## src/rtl/pwr_en_seq_pkg.sv

```systemverilog
package pwr_en_seq_pkg;

  typedef enum logic [1:0] {
    MODE_OFF    = 2'b00,
    MODE_MANUAL = 2'b01,
    MODE_SEMI   = 2'b10,
    MODE_AUTO   = 2'b11
  } ch_mode_e;

  // Per-channel command after write decode and pair expansion
  typedef struct packed {
    logic off;     // switch off and clear
    logic on_req;  // ordinary power-on request
    logic on_now;  // pair partner already powered: immediate on
    logic on_bad;  // lone request on a high-class pair: fault
  } ch_cmd_t;

endpackage

```

## src/rtl/pwr_en_seq_decode.sv

```systemverilog
module pwr_en_seq_decode
  import pwr_en_seq_pkg::*;
#(
  parameter int N_CH = 4
) (
  input  logic                  cmd_valid,
  input  logic [2*N_CH-1:0]     cmd_data,
  input  logic [N_CH/2-1:0]     pair_4p,
  input  logic [N_CH/2-1:0]     hi_cls,
  input  logic [N_CH-1:0]       pwr_state,
  output ch_cmd_t [N_CH-1:0]    ch_cmd
);

  for (genvar c = 0; c < N_CH; c++) begin : g_ch
    localparam int P = c ^ 1;
    localparam int K = c / 2;
    logic hi, off_e, on_e, lone;

    assign hi    = pair_4p[K] & hi_cls[K];
    assign off_e = cmd_valid & (cmd_data[N_CH+c] | (hi & cmd_data[N_CH+P]));
    assign on_e  = cmd_valid & cmd_data[c] & ~off_e;
    assign lone  = hi & on_e & ~cmd_data[P];

    assign ch_cmd[c].off    = off_e;
    assign ch_cmd[c].on_req = on_e & ~lone;
    assign ch_cmd[c].on_now = lone & pwr_state[P];
    assign ch_cmd[c].on_bad = lone & ~pwr_state[P];
  end

endmodule

```

## src/rtl/pwr_en_seq_channel.sv

```systemverilog
module pwr_en_seq_channel
  import pwr_en_seq_pkg::*;
(
  input  logic     clk,
  input  logic     rst_n,
  input  ch_mode_e mode,
  input  logic     det_en,
  input  logic     cls_en,
  input  logic     cooldown,
  input  logic     cls_busy,
  input  logic     cyc_done,
  input  logic     det_ok,
  input  logic     cls_ok,
  input  logic     alloc_ok,
  input  ch_cmd_t  cmd,
  output logic     pwr_q,
  output logic     pend_q,
  output logic     on_q,
  output logic     flt_q,
  output logic     st_q,
  output logic     clr_q
);

  logic arm_q;
  logic pwr_n, pend_n, arm_n, on_n, flt_n, st_n, clr_n;
  logic both, res_ok;

  assign both   = det_en & cls_en;
  assign res_ok = det_ok & cls_ok & alloc_ok;

  always_comb begin
    pwr_n  = pwr_q;
    pend_n = pend_q;
    arm_n  = arm_q;
    on_n   = 1'b0;
    flt_n  = 1'b0;
    st_n   = 1'b0;
    clr_n  = 1'b0;
    if (cmd.off) begin
      pwr_n  = 1'b0;
      pend_n = 1'b0;
      arm_n  = 1'b0;
      clr_n  = 1'b1;
    end else if (mode == MODE_OFF || cooldown) begin
      pend_n = 1'b0;
      arm_n  = 1'b0;
    end else if (!pwr_q) begin
      if (pend_q) begin
        if (cyc_done) begin
          if (arm_q) begin
            pend_n = 1'b0;
            arm_n  = 1'b0;
            if (res_ok) begin
              pwr_n = 1'b1;
              on_n  = 1'b1;
            end else begin
              flt_n = 1'b1;
            end
          end else begin
            arm_n = 1'b1;   // running cycle ended; the next one counts
          end
        end
      end else if (cyc_done && mode == MODE_AUTO && both && res_ok) begin
        pwr_n = 1'b1;
        on_n  = 1'b1;
      end else if (cmd.on_now) begin
        pwr_n = 1'b1;
        on_n  = 1'b1;
      end else if (cmd.on_bad) begin
        flt_n = 1'b1;
      end else if (cmd.on_req) begin
        unique case (mode)
          MODE_MANUAL: begin
            pwr_n = 1'b1;
            on_n  = 1'b1;
          end
          MODE_SEMI, MODE_AUTO: begin
            if (!both) begin
              pend_n = 1'b1;
              arm_n  = 1'b1;
              st_n   = 1'b1;
            end else if (mode == MODE_SEMI) begin
              pend_n = 1'b1;
              arm_n  = ~cls_busy;
            end
          end
          default: ;
        endcase
      end
    end
  end

  always_ff @(posedge clk) begin
    if (!rst_n) begin
      pwr_q  <= 1'b0;
      pend_q <= 1'b0;
      arm_q  <= 1'b0;
      on_q   <= 1'b0;
      flt_q  <= 1'b0;
      st_q   <= 1'b0;
      clr_q  <= 1'b0;
    end else begin
      pwr_q  <= pwr_n;
      pend_q <= pend_n;
      arm_q  <= arm_n;
      on_q   <= on_n;
      flt_q  <= flt_n;
      st_q   <= st_n;
      clr_q  <= clr_n;
    end
  end

endmodule

```

## src/rtl/pwr_en_seq.sv

```systemverilog
module pwr_en_seq
  import pwr_en_seq_pkg::*;
#(
  parameter int N_CH = 4
) (
  input  logic                 clk,
  input  logic                 rst_n,
  input  logic                 cmd_valid,
  input  logic [2*N_CH-1:0]    cmd_data,
  input  logic [2*N_CH-1:0]    mode_i,
  input  logic [N_CH-1:0]      det_en,
  input  logic [N_CH-1:0]      cls_en,
  input  logic [N_CH-1:0]      cooldown,
  input  logic [N_CH-1:0]      cls_busy,
  input  logic [N_CH-1:0]      cyc_done,
  input  logic [N_CH-1:0]      det_ok,
  input  logic [N_CH-1:0]      cls_ok,
  input  logic [N_CH-1:0]      alloc_ok,
  input  logic [N_CH/2-1:0]    pair_4p,
  input  logic [N_CH/2-1:0]    hi_cls,
  output logic [N_CH-1:0]      pwr_on_o,
  output logic [N_CH-1:0]      pend_o,
  output logic [N_CH-1:0]      on_pulse_o,
  output logic [N_CH-1:0]      fault_pulse_o,
  output logic [N_CH-1:0]      start_pulse_o,
  output logic [N_CH-1:0]      clr_pulse_o
);

  localparam int MW = 2;

  ch_cmd_t [N_CH-1:0] ch_cmd;

  pwr_en_seq_decode #(.N_CH(N_CH)) u_dec (
    .cmd_valid (cmd_valid),
    .cmd_data  (cmd_data),
    .pair_4p   (pair_4p),
    .hi_cls    (hi_cls),
    .pwr_state (pwr_on_o),
    .ch_cmd    (ch_cmd)
  );

  for (genvar i = 0; i < N_CH; i++) begin : g_chan
    pwr_en_seq_channel u_ch (
      .clk      (clk),
      .rst_n    (rst_n),
      .mode     (ch_mode_e'(mode_i[MW*i +: MW])),
      .det_en   (det_en[i]),
      .cls_en   (cls_en[i]),
      .cooldown (cooldown[i]),
      .cls_busy (cls_busy[i]),
      .cyc_done (cyc_done[i]),
      .det_ok   (det_ok[i]),
      .cls_ok   (cls_ok[i]),
      .alloc_ok (alloc_ok[i]),
      .cmd      (ch_cmd[i]),
      .pwr_q    (pwr_on_o[i]),
      .pend_q   (pend_o[i]),
      .on_q     (on_pulse_o[i]),
      .flt_q    (fault_pulse_o[i]),
      .st_q     (start_pulse_o[i]),
      .clr_q    (clr_pulse_o[i])
    );
  end

endmodule

```

## config.mk

```make
export PLATFORM = sky130hd
export DESIGN_NAME = pwr_en_seq
export DESIGN_NICKNAME = d
export VERILOG_FILES = /design/src/rtl/pwr_en_seq_pkg.sv /design/src/rtl/pwr_en_seq_decode.sv /design/src/rtl/pwr_en_seq_channel.sv /design/src/rtl/pwr_en_seq.sv
export SDC_FILE = /design/constraint.sdc
export NUM_CORES = 1
export LEC_CHECK = 0
export BUFFER_PORTS_ARGS = -buffer_cell sky130_fd_sc_hd__buf_2
export CAP_MARGIN = 25
export CORE_UTILIZATION = 42
export DETAILED_ROUTE_END_ITERATION = 8
export PLACE_DENSITY = 0.75
export REMOVE_ABC_BUFFERS = 1
export SLEW_MARGIN = 15
export SYNTH_ARGS = -nofsm -noshare
export SYNTH_HDL_FRONTEND = slang
export SYNTH_SLANG_ARGS = --single-unit
export TNS_END_PERCENT = 100
```

## constraint.sdc

```tcl
create_clock -name clk -period 1.5 [get_ports clk]
set_input_delay 0.3 -clock clk [delete_from_list [all_inputs] [get_ports clk]]
set_output_delay 0.3 -clock clk [all_outputs]
set_load 0.02 [all_outputs]
```

==> results of run 1 <==
placed cells by master, fill, tap and decap left out, types with 2 or more instances in the layout:
cell type,netlist,layout
a2111o_1,2,2
a211oi_1,5,4
a21oi_1,7,7
a31o_2,2,2
a31oi_1,6,6
and3_1,7,7
buf_2,2,78
buf_4,24,32
clkbuf_8,0,3
dfxtp_1,28,28
inv_1,5,5
mux2i_1,4,4
nand2_1,17,17
nand2b_1,8,8
nand3_1,14,14
nand3b_1,5,5
nand4_1,2,2
nor2_1,17,17
nor2b_1,7,7
nor3_1,10,9
nor4_1,3,3
nor4b_1,4,4
o21ai_0,6,6
o22ai_1,2,2
o31a_1,2,2
or3_1,5,4
or4_1,2,2
power by group through the flow:
stage	clock [uW]	combinational [uW]	sequential [uW]
after floorplan	0	107	782
after global placement	0	294	772
after detailed placement	0	299	772
after CTS	614	300	755
after global routing	654	335	756
final	603	305	755
flip-flops by register name, indices dropped and copies added (netlist names):
register	cells
g_chan.u_ch.arm_q	4
g_chan.u_ch.clr_q	4
g_chan.u_ch.flt_q	4
g_chan.u_ch.on_q	4
g_chan.u_ch.pend_q	4
g_chan.u_ch.pwr_q	4
g_chan.u_ch.st_q	4
final cells by class:
class                      count  area [um^2]
multi-input combinational    159          996
timing repair buffer         110          631
tap                           50         62.6
fill                         382         1660
sequential                    28          561
clock buffer                   3         41.3
clock inverter                 1         30.0
inverter                       5         18.8
kinds of logic (layout without fill, tap and decap cells):
group | Yosys count | in the layout | synth area share
simple gates | 110 | 110 | 0.347
compound gates | 43 | 43 | 0.178
buf+inv | 32 | 119 | 0.121
flops | 28 | 28 | 0.320
mux | 5 | 5 | 0.0292
xor+xnor | 1 | 1 | 0.00499
worst reg2reg max path, stage by stage (launching register included):
cell	delay, ns
dfxtp_1	0.33
and3b_1	0.23
nand2_1	0.07
or4_1	0.52
a211oi_2	0.22
worst max path at each step:
| stage | startpoint | endpoint | depth (start not counted) | slack (ns) |
|---|---|---|---|---|
| final | pair_4p[0] | g_chan[1].u_ch.flt_q$_SDFF_PP0_ | 5 | 0.05 |
| after global routing | g_chan[3].u_ch.pend_q$_SDFFE_PP0N_ | g_chan[3].u_ch.flt_q$_SDFF_PP0_ | 4 | 0.002 |
| after CTS | pair_4p[0] | g_chan[1].u_ch.flt_q$_SDFF_PP0_ | 5 | 0.02 |
| after detailed placement | pair_4p[0] | g_chan[1].u_ch.flt_q$_SDFF_PP0_ | 5 | -0.27 |
| after global placement | pair_4p[0] | g_chan[1].u_ch.flt_q$_SDFF_PP0_ | 5 | -0.23 |
| after floorplan | pair_4p[0] | g_chan[1].u_ch.flt_q$_SDFF_PP0_ | 4 | -0.07 |
timing repair:
item,4_1_cts,5_1_grt
endpoints found under the setup margin,0,3
hold buffers,0,0
hold endpoints to repair,0,0
resized for setup,0,3
layer usage:
| layer | global-route usage | share of wire | vias to the layer above |
|---|---|---|---|
| li1 | - | - | 957 |
| met3 | 0.0394 | 0.065 | 4 |
| met2 | 0.371 | 0.49 | 82 |
| met4 | 0.0452 | 0.0082 | 0 |
| met5 | 0 | 0 | - |
| met1 | 0.233 | 0.44 | 866 |
stage by stage:
step	total power [uW]	hold slack [ns]	TNS (ns)
global placement	1070	0.513	-1.82
detailed placement	1070	0.513	-2.12
floorplan	889	0.392	-0.0724
global route	1750	0.214	0
finish	1660	0.226	0
CTS	1670	0.218	0
==> results.sh, run 1 <==
export IMPL_outcome="finished, final reports clean"
export IMPL_p_int_uw=1260
export IMPL_tritoncts="done"
export IMPL_path_clk_slew_ns=0.09
export IMPL_grt_pass1_wl_um=6910
export IMPL_slew_violations=0
export IMPL_clockBufferDepth=2
export IMPL_rows=23
export IMPL_coreArea_um2=4000
export IMPL_reg2reg_slack_ns=0.07
export IMPL_syn2layout_area_growth_pct=33.4
export IMPL_vdd_drop_max_uv=483
export IMPL_numClockSinks=28
export IMPL_maxSlewHeadroom=0.768
export IMPL_htree_levels=1
export IMPL_grt_pass1_vias=1715
export IMPL_max_freq_ghz=0.690
export IMPL_synth_edf_count=0
export IMPL_worstMarginPinSlew_ns=0.346
export IMPL_num_io_pins=79
export IMPL_r2r_start="g_chan[3].u_ch.pend_q$_SDFFE_PP0N_"
export IMPL_synth_cell_type_count=49
export IMPL_die_height_um=66.6
export IMPL_r2r_end="g_chan[3].u_ch.flt_q$_SDFF_PP0_"
export IMPL_cpLargestDelayFamily="simple AND/OR/NAND/NOR gates"
export IMPL_drv_cap=0
export IMPL_clkPwrFrac=0.363
export IMPL_synth_async_reset_ratio=0
export IMPL_yosysWarnings=0
export IMPL_final_util=0.585
export IMPL_initial_core_util=0.439
export IMPL_crit_required_ns=1.71
export IMPL_port_buffers=78
export IMPL_synth_most_common_cell="dfxtp_1"
export IMPL_seq_area_frac_synth=0.320
export IMPL_hp_class="primary input to register"
export IMPL_wl_um=4270
export IMPL_drcViolationCount=0
export IMPL_fin_nets=362
export IMPL_yosys_area_top_type="dfxtp_1"
export IMPL_fin_area_um2=2340
export IMPL_min_from="cls_en[1]"
export IMPL_root_buffer="clkbuf_8"
export IMPL_startpoint_type="primary input"
export IMPL_antenna_found_initial=0
export IMPL_ys_flop_type="dfxtp_1"
export IMPL_diodes=0
export IMPL_place_ws_ns=-0.272
export IMPL_drive_above_1_share=0.408
export IMPL_p_sw_frac=0.239
export IMPL_post_cts_buffers=0
export IMPL_drt_iter0_drc=125
export IMPL_dieWidth_um=66.6
export IMPL_fin_crit_sh=0.967
export IMPL_synth_commonest_cells="28 x dfxtp_1, 24 x buf_4, 17 x nand2_1, 17 x nor2_1, 14 x nand3_1"
export IMPL_cpPeakStageDelay_ns=0.48
export IMPL_power_frac_seq=0.454
export IMPL_synth_top_area_frac=0.320
export IMPL_synth_seq_cells=28
export IMPL_syn_area_um2=1750
export IMPL_grt_max_degree=17
export IMPL_p_sw_uw=398
export IMPL_finalNonFillerCells=356
export IMPL_antenna_left=0
export IMPL_placed_area_um2=2250
export IMPL_crit_type="primary input to register"
export IMPL_hold_path_end="g_chan[1].u_ch.st_q$_SDFF_PP0_"
export IMPL_hpwl_um=3500
export IMPL_power_leakage_uw=0.00106
export IMPL_vias_per_cell=5.36
export IMPL_clk_latency_ns=0.28
export IMPL_critPathCaptureType="register"
export IMPL_critPathSlowestCell="or4_4"
export IMPL_setup_violations=0
export IMPL_crit_buf_inv=1
export IMPL_pwr_share_comb=0.183
export IMPL_overflow=0
export IMPL_reg2reg_depth=4
export IMPL_numCtsBuffers=3
export IMPL_syn_avg_cell_area_um2=8.01
export IMPL_finClkSkew_ns=0.0129
export IMPL_grt_setup_unrepaired="false"
export IMPL_vias=1909
export IMPL_post_drt_wl_per_cell_um=12.0
export IMPL_whs_path_depth=2
export IMPL_track_usage=0.200
export IMPL_globalplace_congestion=0.887
export IMPL_worst_ep_arrival_time_ns=1.66
export IMPL_setup_ws_ns=0.0500
export IMPL_hold_viol=0
export IMPL_post_route_min_period_ns=1.45
export IMPL_die_area_um2=4440
export IMPL_netlist_instances=219
export IMPL_synth_area_leaders="dfxtp_1 32%, buf_4 10%, nand3_1 4.0%"
export IMPL_crit_chain="buf_2 -> a31o_4 -> or3_4 -> or4_4 -> a21oi_2"
export IMPL_dr_pass1_iters=4
export IMPL_dp_cells=352
export IMPL_power_density_nw_per_um2=711
export IMPL_path_max_fanout=5
No activity file was read; power rests on OpenSTA's default activity.
==> run 2: changes to the inputs <==
ABC_AREA = 1   (was not set)
CORE_UTILIZATION = 44   (was 42)
GPL_ROUTABILITY_DRIVEN = 0   (was not set)
PLACE_DENSITY = 0.77   (was 0.75)
==> results.sh, run 2 <==
export IMPL_cts_hold_buf=0
export IMPL_placed_area_um2=2170
export IMPL_mostFrequentLayoutCells="78 x buf_2, 58 x nand2_1, 33 x inv_1"
export IMPL_grt_pass1_wl_um=6340
export IMPL_ys_flop_type="dfxtp_1"
export IMPL_synth_seq_cells=28
export IMPL_root_buffer="clkbuf_8"
export IMPL_syn_avg_cell_area_um2=6.71
export IMPL_slew_violations=0
export IMPL_track_usage=0.177
export IMPL_htree_levels=1
export IMPL_seq_area_frac_synth=0.292
export IMPL_path_clk_slew_ns=0.09
export IMPL_vias=1920
export IMPL_final_util=0.542
export IMPL_finalNonFillerCells=391
export IMPL_coreArea_um2=4090
export IMPL_syn_area_um2=1920
export IMPL_power_density_nw_per_um2=646
export IMPL_vdd_drop_max_uv=310
export IMPL_hold_viol=0
export IMPL_startpoint_type="register"
export IMPL_crit_chain="buf_2"
export IMPL_hpwl_um=3260
export IMPL_drt_iter0_drc=88
export IMPL_synth_async_reset_ratio=0
export IMPL_max_freq_ghz=0.798
export IMPL_initial_core_util=0.469
export IMPL_yosys_area_top_type="dfxtp_1"
export IMPL_fin_crit_sh=0.835
export IMPL_vias_per_cell=4.91
export IMPL_finClkSkew_ns=0.00762
export IMPL_wl_um=3880
export IMPL_rows=23
export IMPL_dp_cells=388
export IMPL_critPathSlowestCell="dfxtp_1"
export IMPL_fin_area_um2=2220
export IMPL_synth_top_area_frac=0.292
export IMPL_highest_layer="met4"
export IMPL_synth_area_leaders="dfxtp_1 29%, nand2_1 11%, buf_4 9.4%"
export IMPL_r2r_start="g_chan[3].u_ch.pwr_q$_SDFFE_PP0N_"
export IMPL_worst_ep_arrival_time_ns=0.95
export IMPL_m1WireLength_um=1780
export IMPL_path_max_fanout=7
export IMPL_port_buffers=78
export IMPL_reg2reg_depth=6
export IMPL_cpPeakStageDelay_ns=0.47
export IMPL_crit_path_end="pwr_on_o[0]"
export IMPL_cpLargestDelayFamily="flip-flops"
export IMPL_clockBufferDepth=2
export IMPL_overflow=0
export IMPL_critPathLaunch="g_chan[0].u_ch.pwr_q$_SDFFE_PP0N_"
export IMPL_reg2reg_slack_ns=0.32
export IMPL_grt_max_degree=15
export IMPL_drcViolationCount=0
export IMPL_synth_commonest_cells="58 x nand2_1, 33 x inv_1, 29 x nand3_1"
export IMPL_final_common_cell="buf_2"
export IMPL_grt_pass1_vias=1605
export IMPL_yosysWarnings=0
export IMPL_drive_above_1_share=0.337
export IMPL_dr_pass1_iters=4
export IMPL_route_met2_wl_um=1750
export IMPL_fillCellCount=407
export IMPL_fin_total_pwr_uw=1430
export IMPL_crit_required_ns=1.20
export IMPL_wl_met3_um=339
export IMPL_hp_class="primary input to register"
export IMPL_clk_latency_ns=0.27
export IMPL_setup_violations=0
export IMPL_numClockSinks=28
export IMPL_grt_setup_unrepaired="false"
export IMPL_post_drt_wl_per_cell_um=9.92
export IMPL_numCtsBuffers=3
export IMPL_cp_depth=1
export IMPL_die_height_um=68.0
export IMPL_outcome="finished, final reports clean"
export IMPL_drv_cap=0
export IMPL_diodes=0
export IMPL_cts_repair_resized=0
export IMPL_fin_nets=398
export IMPL_synth_edf_count=0
export IMPL_synth_most_common_cell="nand2_1"
export IMPL_crit_buf_inv=1
export IMPL_netlist_instances=286
export IMPL_antenna_found_initial=0
export IMPL_num_io_pins=79
export IMPL_syn2layout_area_growth_pct=15.5
export IMPL_critPathCaptureType="output pin"
export IMPL_antenna_left=0
export IMPL_dieWidth_um=68.0
export IMPL_synth_cell_type_count=31
export IMPL_setup_tns_final_ns=0
export IMPL_worstMarginPinSlew_ns=0.254
export IMPL_post_cts_buffers=0
export IMPL_maxSlewHeadroom=0.829
export IMPL_die_area_um2=4630
export IMPL_post_route_min_period_ns=1.25
export IMPL_power_leakage_uw=0.00109
export IMPL_crit_type="register to output pin"
export IMPL_tritoncts="done"
export IMPL_r2r_end="g_chan[3].u_ch.arm_q$_SDFFE_PP0P_"
-- run 2: final cells by class --
class / count / area, um^2 / share of cell area
Clock buffer: 3 / 41.3 / 0.0186
Inverter: 34 / 128 / 0.0576
Multi-Input combinational cell: 198 / 1030 / 0.466
Sequential cell: 28 / 561 / 0.253
Tap cell: 50 / 62.6 / 0.0282
Timing Repair Buffer: 78 / 390 / 0.176
-- run 2: worst reg2reg max path: cells and delay by family, from the launching register on --
family / cells / cell delay (ns)
flip-flops: 1 / 0.37
AO/OA/AOI/OAI: 2 / 0.37
AND/OR/NAND/NOR: 3 / 0.21
buffers and inverters: 1 / 0.14
-- run 2: metal layers --
| layer | vias to the layer above | global-route usage |
|---|---|---|
| li1 | 1020 | - |
| met1 | 814 | 0.232 |
| met2 | 84 | 0.303 |
| met3 | 2 | 0.0217 |
| met4 | 0 | 0.0495 |
| met5 | - | 0 |
-- run 2: metrics by stage --
stage          setup slack, ns  hold WS [ns]
3_3_place_gp             0.246         0.434
5_1_grt                  0.195         0.309
3_5_place_dp             0.212         0.445
2_1_floorplan            0.380         0.421
4_1_cts                  0.238         0.303
6_report                 0.248         0.306
-- run 2: worst min path at each step --
stage	slack (ns)	cells after the start	start	to
detailed placement	0.45	2	g_chan[0].u_ch.arm_q$_SDFFE_PP0P_	g_chan[0].u_ch.arm_q$_SDFFE_PP0P_
floorplan	0.42	2	g_chan[0].u_ch.arm_q$_SDFFE_PP0P_	g_chan[0].u_ch.arm_q$_SDFFE_PP0P_
CTS	0.30	4	cooldown[0]	g_chan[0].u_ch.arm_q$_SDFFE_PP0P_
global route	0.31	4	cooldown[0]	g_chan[0].u_ch.arm_q$_SDFFE_PP0P_
finish	0.31	4	cooldown[0]	g_chan[0].u_ch.arm_q$_SDFFE_PP0P_
global placement	0.43	2	g_chan[0].u_ch.arm_q$_SDFFE_PP0P_	g_chan[0].u_ch.arm_q$_SDFFE_PP0P_
-- run 2: report_power, final --
group | internal (uW) | switching, uW | total (uW)
Sequential | 751 | 3.77 | 755
Clock | 180 | 226 | 406
Combinational | 109 | 160 | 269
-- run 2: logic make-up (layout without fill, tap and decap cells) --
group,count (synthesis),in the layout,synth area share
and+or+nand+nor,164,164,0.434
buffers and inverters,60,115,0.169
AOI/OAI and AO/OA,34,34,0.104
DFF,28,28,0.292
